$ cat config.mk
export PLATFORM = sky130hd
export DESIGN_NAME = buzzer_tone_gen
export DESIGN_NICKNAME = d
export VERILOG_FILES = /design/src/rtl/tone_pkg.sv /design/src/rtl/tone_cmd_regs.sv /design/src/rtl/tone_divider.sv /design/src/rtl/buzzer_tone_gen.sv
export SDC_FILE = /design/constraint.sdc
export NUM_CORES = 1
export LEC_CHECK = 0
export BUFFER_PORTS_ARGS = -buffer_cell sky130_fd_sc_hd__clkbuf_2
export CELL_PAD_IN_SITES_DETAIL_PLACEMENT = 1
export CELL_PAD_IN_SITES_GLOBAL_PLACEMENT = 2
export CORE_MARGIN = 1
export CORE_UTILIZATION = 29
export CTS_BUF_LIST = sky130_fd_sc_hd__clkbuf_8
export DETAILED_ROUTE_END_ITERATION = 6
export MAX_ROUTING_LAYER = met4
export PLACE_DENSITY = 0.87
export SYNTH_ARGS = -nofsm -noshare
export SYNTH_HDL_FRONTEND = slang
export SYNTH_SLANG_ARGS = --single-unit
$ cat constraint.sdc
create_clock -name clk -period 2.1 [get_ports clk]
set_input_delay 0.42 -clock clk [delete_from_list [all_inputs] [get_ports clk]]
set_output_delay 0.42 -clock clk [all_outputs]
set_load 0.05 [all_outputs]
$ cat src/rtl/tone_pkg.sv
// Shared definitions for the buzzer tone generator.
// Assumes 8-bit command codes already framed by an upstream decoder.
package tone_pkg;

    localparam int unsigned CODE_W = 8;

    localparam logic [CODE_W-1:0] CODE_TONE_ON  = 8'h09;
    localparam logic [CODE_W-1:0] CODE_TONE_OFF = 8'h08;
    localparam logic [2:0]        PFX_FAST      = 3'b010;
    localparam logic [2:0]        PFX_SLOW      = 3'b011;

    typedef enum logic [2:0] {
        OP_NONE,
        OP_ON,
        OP_OFF,
        OP_FAST,
        OP_SLOW
    } tone_op_e;

    // Maps a raw code onto the operation it requests; unknown codes give OP_NONE.
    function automatic tone_op_e classify(input logic [CODE_W-1:0] code);
        tone_op_e op;
        op = OP_NONE;
        if (code == CODE_TONE_ON) begin
            op = OP_ON;
        end else if (code == CODE_TONE_OFF) begin
            op = OP_OFF;
        end else if (code[CODE_W-1 -: 3] == PFX_FAST) begin
            op = OP_FAST;
        end else if (code[CODE_W-1 -: 3] == PFX_SLOW) begin
            op = OP_SLOW;
        end
        return op;
    endfunction

endpackage

$ cat src/rtl/tone_cmd_regs.sv
// Holds the tone enable and the pitch selection, updated by decoded codes.
// Assumes cmd_valid is high for exactly the cycles that carry a code.
module tone_cmd_regs
    import tone_pkg::*;
(
    input  logic              clk,
    input  logic              rst_n,
    input  logic              cmd_valid,
    input  logic [CODE_W-1:0] cmd_code,
    output logic              tone_en,
    output logic              sel_fast
);

    tone_op_e op;

    // Qualify the classified code with its valid strobe.
    always_comb begin
        op = cmd_valid ? classify(cmd_code) : OP_NONE;
    end

    // Apply the requested operation to the setting registers.
    always_ff @(posedge clk) begin
        if (!rst_n) begin
            tone_en  <= 1'b0;
            sel_fast <= 1'b0;
        end else begin
            case (op)
                OP_ON:   tone_en  <= 1'b1;
                OP_OFF:  tone_en  <= 1'b0;
                OP_FAST: sel_fast <= 1'b1;
                OP_SLOW: sel_fast <= 1'b0;
                default: ;
            endcase
        end
    end

    p_fast_sel_r2: assert property (@(posedge clk) disable iff (!rst_n)
        (cmd_valid && cmd_code[CODE_W-1 -: 3] == PFX_FAST) |=> sel_fast);

    p_slow_sel_r2: assert property (@(posedge clk) disable iff (!rst_n)
        (cmd_valid && cmd_code[CODE_W-1 -: 3] == PFX_SLOW) |=> !sel_fast);

    p_ignored_r9: assert property (@(posedge clk) disable iff (!rst_n)
        !cmd_valid |=> ($stable(tone_en) && $stable(sel_fast)));

endmodule

$ cat src/rtl/tone_divider.sv
// Divides the reference tick into a square-wave phase of selectable length.
// Assumes both dividers are even and at least 4; the pitch is latched only
// at half-period boundaries or while the divider is idle.
module tone_divider #(
    parameter int unsigned FAST_DIV = 8,
    parameter int unsigned SLOW_DIV = 16
) (
    input  logic clk,
    input  logic rst_n,
    input  logic tick,
    input  logic run,
    input  logic sel_fast,
    output logic live,
    output logic phase
);

    localparam int unsigned FAST_HALF = FAST_DIV / 2;
    localparam int unsigned SLOW_HALF = SLOW_DIV / 2;
    localparam int unsigned MAX_HALF  = (FAST_HALF > SLOW_HALF) ? FAST_HALF : SLOW_HALF;
    localparam int unsigned CNT_W     = (MAX_HALF > 2) ? $clog2(MAX_HALF) : 1;
    localparam logic [CNT_W-1:0] FAST_LAST = CNT_W'(FAST_HALF - 1);
    localparam logic [CNT_W-1:0] SLOW_LAST = CNT_W'(SLOW_HALF - 1);

    logic [CNT_W-1:0] cnt;
    logic             act_fast;
    logic [CNT_W-1:0] last;

    // Final count of the half period currently in progress.
    always_comb begin
        last = act_fast ? FAST_LAST : SLOW_LAST;
    end

    // Idle/restart handling, tick counting and phase toggling.
    always_ff @(posedge clk) begin
        if (!rst_n) begin
            live     <= 1'b0;
            phase    <= 1'b0;
            cnt      <= '0;
            act_fast <= 1'b0;
        end else if (!run || !live) begin
            live     <= run;
            phase    <= 1'b0;
            cnt      <= '0;
            act_fast <= sel_fast;
        end else if (tick) begin
            if (cnt == last) begin
                cnt      <= '0;
                phase    <= ~phase;
                act_fast <= sel_fast;
            end else begin
                cnt <= cnt + 1'b1;
            end
        end
    end

    p_cnt_bound_r6: assert property (@(posedge clk) disable iff (!rst_n)
        live |-> (cnt <= last));

    p_phase_on_tick_r6: assert property (@(posedge clk) disable iff (!rst_n)
        (live && $past(live) && (phase != $past(phase))) |-> $past(tick));

    p_restart_r8: assert property (@(posedge clk) disable iff (!rst_n)
        (live && !$past(live)) |-> (!phase && cnt == '0));

    p_pitch_at_edge_r7: assert property (@(posedge clk) disable iff (!rst_n)
        (live && $past(live) && (act_fast != $past(act_fast))) |-> (phase != $past(phase)));

    initial begin
        a_even_div: assert ((FAST_DIV % 2 == 0) && (SLOW_DIV % 2 == 0) && FAST_DIV >= 4 && SLOW_DIV >= 4);
    end

endmodule

$ cat src/rtl/buzzer_tone_gen.sv
// Top level of the buzzer tone generator: setting registers, divider and
// a complementary output pair. Assumes tick is a single-cycle pulse and
// sys_en is synchronous to clk.
module buzzer_tone_gen
    import tone_pkg::*;
#(
    parameter int unsigned FAST_DIV = 8,
    parameter int unsigned SLOW_DIV = 16
) (
    input  logic       clk,
    input  logic       rst_n,
    input  logic       tick,
    input  logic       sys_en,
    input  logic       cmd_valid,
    input  logic [7:0] cmd_code,
    output logic       bz_p,
    output logic       bz_n
);

    logic tone_en;
    logic sel_fast;
    logic run;
    logic live;
    logic phase;

    tone_cmd_regs i_regs (
        .clk       (clk),
        .rst_n     (rst_n),
        .cmd_valid (cmd_valid),
        .cmd_code  (cmd_code),
        .tone_en   (tone_en),
        .sel_fast  (sel_fast)
    );

    // The divider runs only while the tone is on and the system is enabled.
    always_comb begin
        run = tone_en & sys_en;
    end

    tone_divider #(
        .FAST_DIV (FAST_DIV),
        .SLOW_DIV (SLOW_DIV)
    ) i_div (
        .clk      (clk),
        .rst_n    (rst_n),
        .tick     (tick),
        .run      (run),
        .sel_fast (sel_fast),
        .live     (live),
        .phase    (phase)
    );

    // Drive the opposite-phase pair, both low while idle.
    always_comb begin
        bz_p = live & ~phase;
        bz_n = live &  phase;
    end

    p_complement_r4: assert property (@(posedge clk) disable iff (!rst_n)
        (bz_p || bz_n) |-> (bz_p != bz_n));

    p_sys_off_low_r5: assert property (@(posedge clk) disable iff (!rst_n)
        !sys_en |=> (!bz_p && !bz_n));

    p_tone_off_low_r3: assert property (@(posedge clk) disable iff (!rst_n)
        (cmd_valid && cmd_code == CODE_TONE_OFF) |=> ##1 (!bz_p && !bz_n));

    p_idle_low_r1: assert property (@(posedge clk) disable iff (!rst_n)
        !$past(run) |-> (!bz_p && !bz_n));

endmodule

==> key figures <==
Critical path
  • Crit-path cells: nor2b_1 -> clkbuf_2
  • Req. time, crit path: roughly 1700 ps
  • Critical Path AT: 1000 ps
  • CP peak stage delay: 370 ps
  • CP Capture Type: output port
  • CP max FO: 5
  • Startpoint Class: register
  • Setup CP Type: reg -> out
  • Cell at the slowest stage of the critical path: dfxtp_1
  • Reg2Reg Setup Slack: 910 ps

Power and ir drop
  • P per Cell Area: 697 mW/mm²
  • P_leak: about 0.00025 µW
  • Worst vdd ir: 0.000246 V

Floorplan
  • Cell Rows: 12
  • Die X: 38.2 µm
  • Die area: 0.00146 mm²
  • Num ports: 15
  • Die Span Y: ~38 µm
  • Core area: ~0.0012 mm²
  • Starting Density: between 30 and 40%

Synthesis
  • Syn Nets: 56
  • #FFs+latches synth: 8
  • YS warnings: 0
  • Mapped cell area: 379 µm²
  • Avg Cell Area, Syn: 9.03 µm²
  • Cells after Synth: 42
  • Yosys cell types: 23
  • Seq/Total Area, Yosys: 42.2%

Final layout
  • Layout Nets: 75
  • Fin util: a little over two fifths
  • Area Overhead vs Synth: 34.0%
  • Share of cells above drive strength 1: between 30% and 40%
  • ANT cells: 0
  • Non-Filler Instances: 73
  • Design area: slightly above 500 µm²

Clocking
  • Clk slew on worst S/H paths: 40 ps
  • H-tree levels: 1
  • Worst skew pair latency: 220 ps
  • Longest Clk Path Bufs: 2
  • Total CTS buffers: 3
  • Total clock sinks: 8
  • Setup Fix Bufs, Post-CTS: 0
  • Hold_buf cts: 0
  • Post_cts resized: 0
  • CTS root buf: clkbuf_8
  • CTS tree: yes

Placed design
  • Placed Area: 467 µm²
  • DP Cell Count: 70
  • Port Buffers: 14
  • GPL Wtd Cong: 0.659
  • Post-DP HPWL: 658 µm

Drt
  • Drt first pass iters: 2
  • Drt drc: 0
  • 1st-iter DRT viols: 2
  • Via/cell ratio: 5.11
  • Routed vias: 373
  • DRT antenna net count: 0
  • Drt wl/cell: 12.0 µm
  • Final WL: ~900 µm

Global routing
  • Largest net degree at the start of global routing: 6
  • Vias in the first global route: 364
  • First-pass GRT wire length: 1390 µm
  • Grt ovf: 0
  • Initial antenna violation count: 0
  • Overall routing resource usage: 14.9%

STA
  • Crit path time final: 1420 ps
  • RSZ-0062 raised after global routing: false
  • Setup violators final: 0
  • Fin. Hold Viols: 0
  • Sum Neg Setup Slack: 0 ps
  • Max Clk Rate: 703 MHz
  • Max_slew headroom: between 70% and 80%
  • Clock Skew: 0.267 ps
  • Worst-Margin Slew: roughly 420 ps
  • Final Cycle Share: 67.8%
  • Fin. max-slew vios: 0

Worst hold path
  • Hold Path Class: in -> reg

Run status
  • Run status: finished, final reports clean

Flow run
  • Max Cap Viol: 0
logic make-up (layout without fill, tap and decap cells):
| family | Yosys count | after routing | share of synthesized area, % |
|---|---|---|---|
| fa+ha+maj | 1 | 1 | 3.30 |
| mux | 2 | 2 | 5.28 |
| buf+inv | 1 | 18 | 0.989 |
| flops | 8 | 8 | 42.2 |
| xor+xnor | 2 | 2 | 4.62 |
| compound gates | 9 | 9 | 14.9 |
| simple gates | 19 | 19 | 28.7 |
critical path, delay by kind of cell, from the launching register on:
family                 cells  cell delay (ps)
flip-flops                 1              370
buffers and inverters      1              280
AND/OR/NAND/NOR            1              140
sequential cells by signal, summed over array words and instances, names as in the netlist:
name             flops
i_div.act_fast       1
i_div.cnt            3
i_div.live           1
i_div.phase          1
i_regs.sel_fast      1
i_regs.tone_en       1
cell type report:
| cell class | count | area [µm²] |
|---|---|---|
| clock buffers | 3 | 41.3 |
| fillers | 144 | 648 |
| inverters | 1 | 3.75 |
| multi-input cells | 33 | 215 |
| flip-flops and latches | 8 | 160 |
| well taps | 14 | 17.5 |
| repair buffers | 14 | 70.1 |
layout by cell type (no fill, tap or decap), types with 2 or more instances in the layout:
cell type  Yosys  layout
a21oi_1        2       2
dfxtp_1        8       8
mux2i_1        2       2
o21ai_0        4       4
clkbuf_8       0       3
nand2_1        4       4
clkbuf_2       0      14
nor2_1         4       4
nor4b_1        2       2
power breakdown:
group	internal (µW)	total (µW)	switching (µW)	leakage, µW
clock	124	176	52.9	0.0000216
sequential	154	156	1.44	0.0000646
combinational	12.3	21.8	9.49	0.000164
metal layers:
metal / track usage [%] / vias up / wire length, µm
met2: 27.5 / 12 / 460
met5: - / - / 0
met4: 8.04 / 0 / 0
met1: 14.0 / 172 / 363
met3: 3.49 / 0 / 51
li1: - / 189 / -
Yosys cell counts:
master,count,area [µm²]
ha_1,1,12.5
nor2b_1,1,6.26
nor2_1,4,15.0
and2_1,1,6.26
and4_1,1,8.76
mux2i_1,2,20.0
and3b_1,1,8.76
a31oi_1,1,6.26
dfxtp_1,8,160
nor4b_1,2,17.5
inv_1,1,3.75
and3_2,1,7.51
xnor2_1,1,8.76
o211a_1,1,10.0
and3_1,1,6.26
nand2_2,1,6.26
or3_1,1,6.26
a21oi_1,2,10.0
nand3_1,1,5.00
xor2_1,1,8.76
o21ai_0,4,20.0
a41o_1,1,10.0
nand2_1,4,15.0
worst paths after layout:
kind         cells past startpoint      startpoint             end
max                              2      i_div.live            bz_p
min reg2reg                      1  i_regs.tone_en      i_div.live
min                              2     cmd_code[0]  i_regs.tone_en
max reg2reg                      4    i_div.cnt[0]     i_div.phase
per-stage QoR:
| step | hold slack, ps | total power (µW) | worst slack [ps] |
|---|---|---|---|
| 6_report | 439 | 354 | 677 |
| 5_1_grt | 432 | 373 | 613 |
| 2_1_floorplan | 462 | 164 | 612 |
| 3_5_place_dp | 512 | 180 | 706 |
| 4_1_cts | 437 | 362 | 662 |
| 3_3_place_gp | 481 | 179 | 730 |
(Power assumes the default switching activity.)
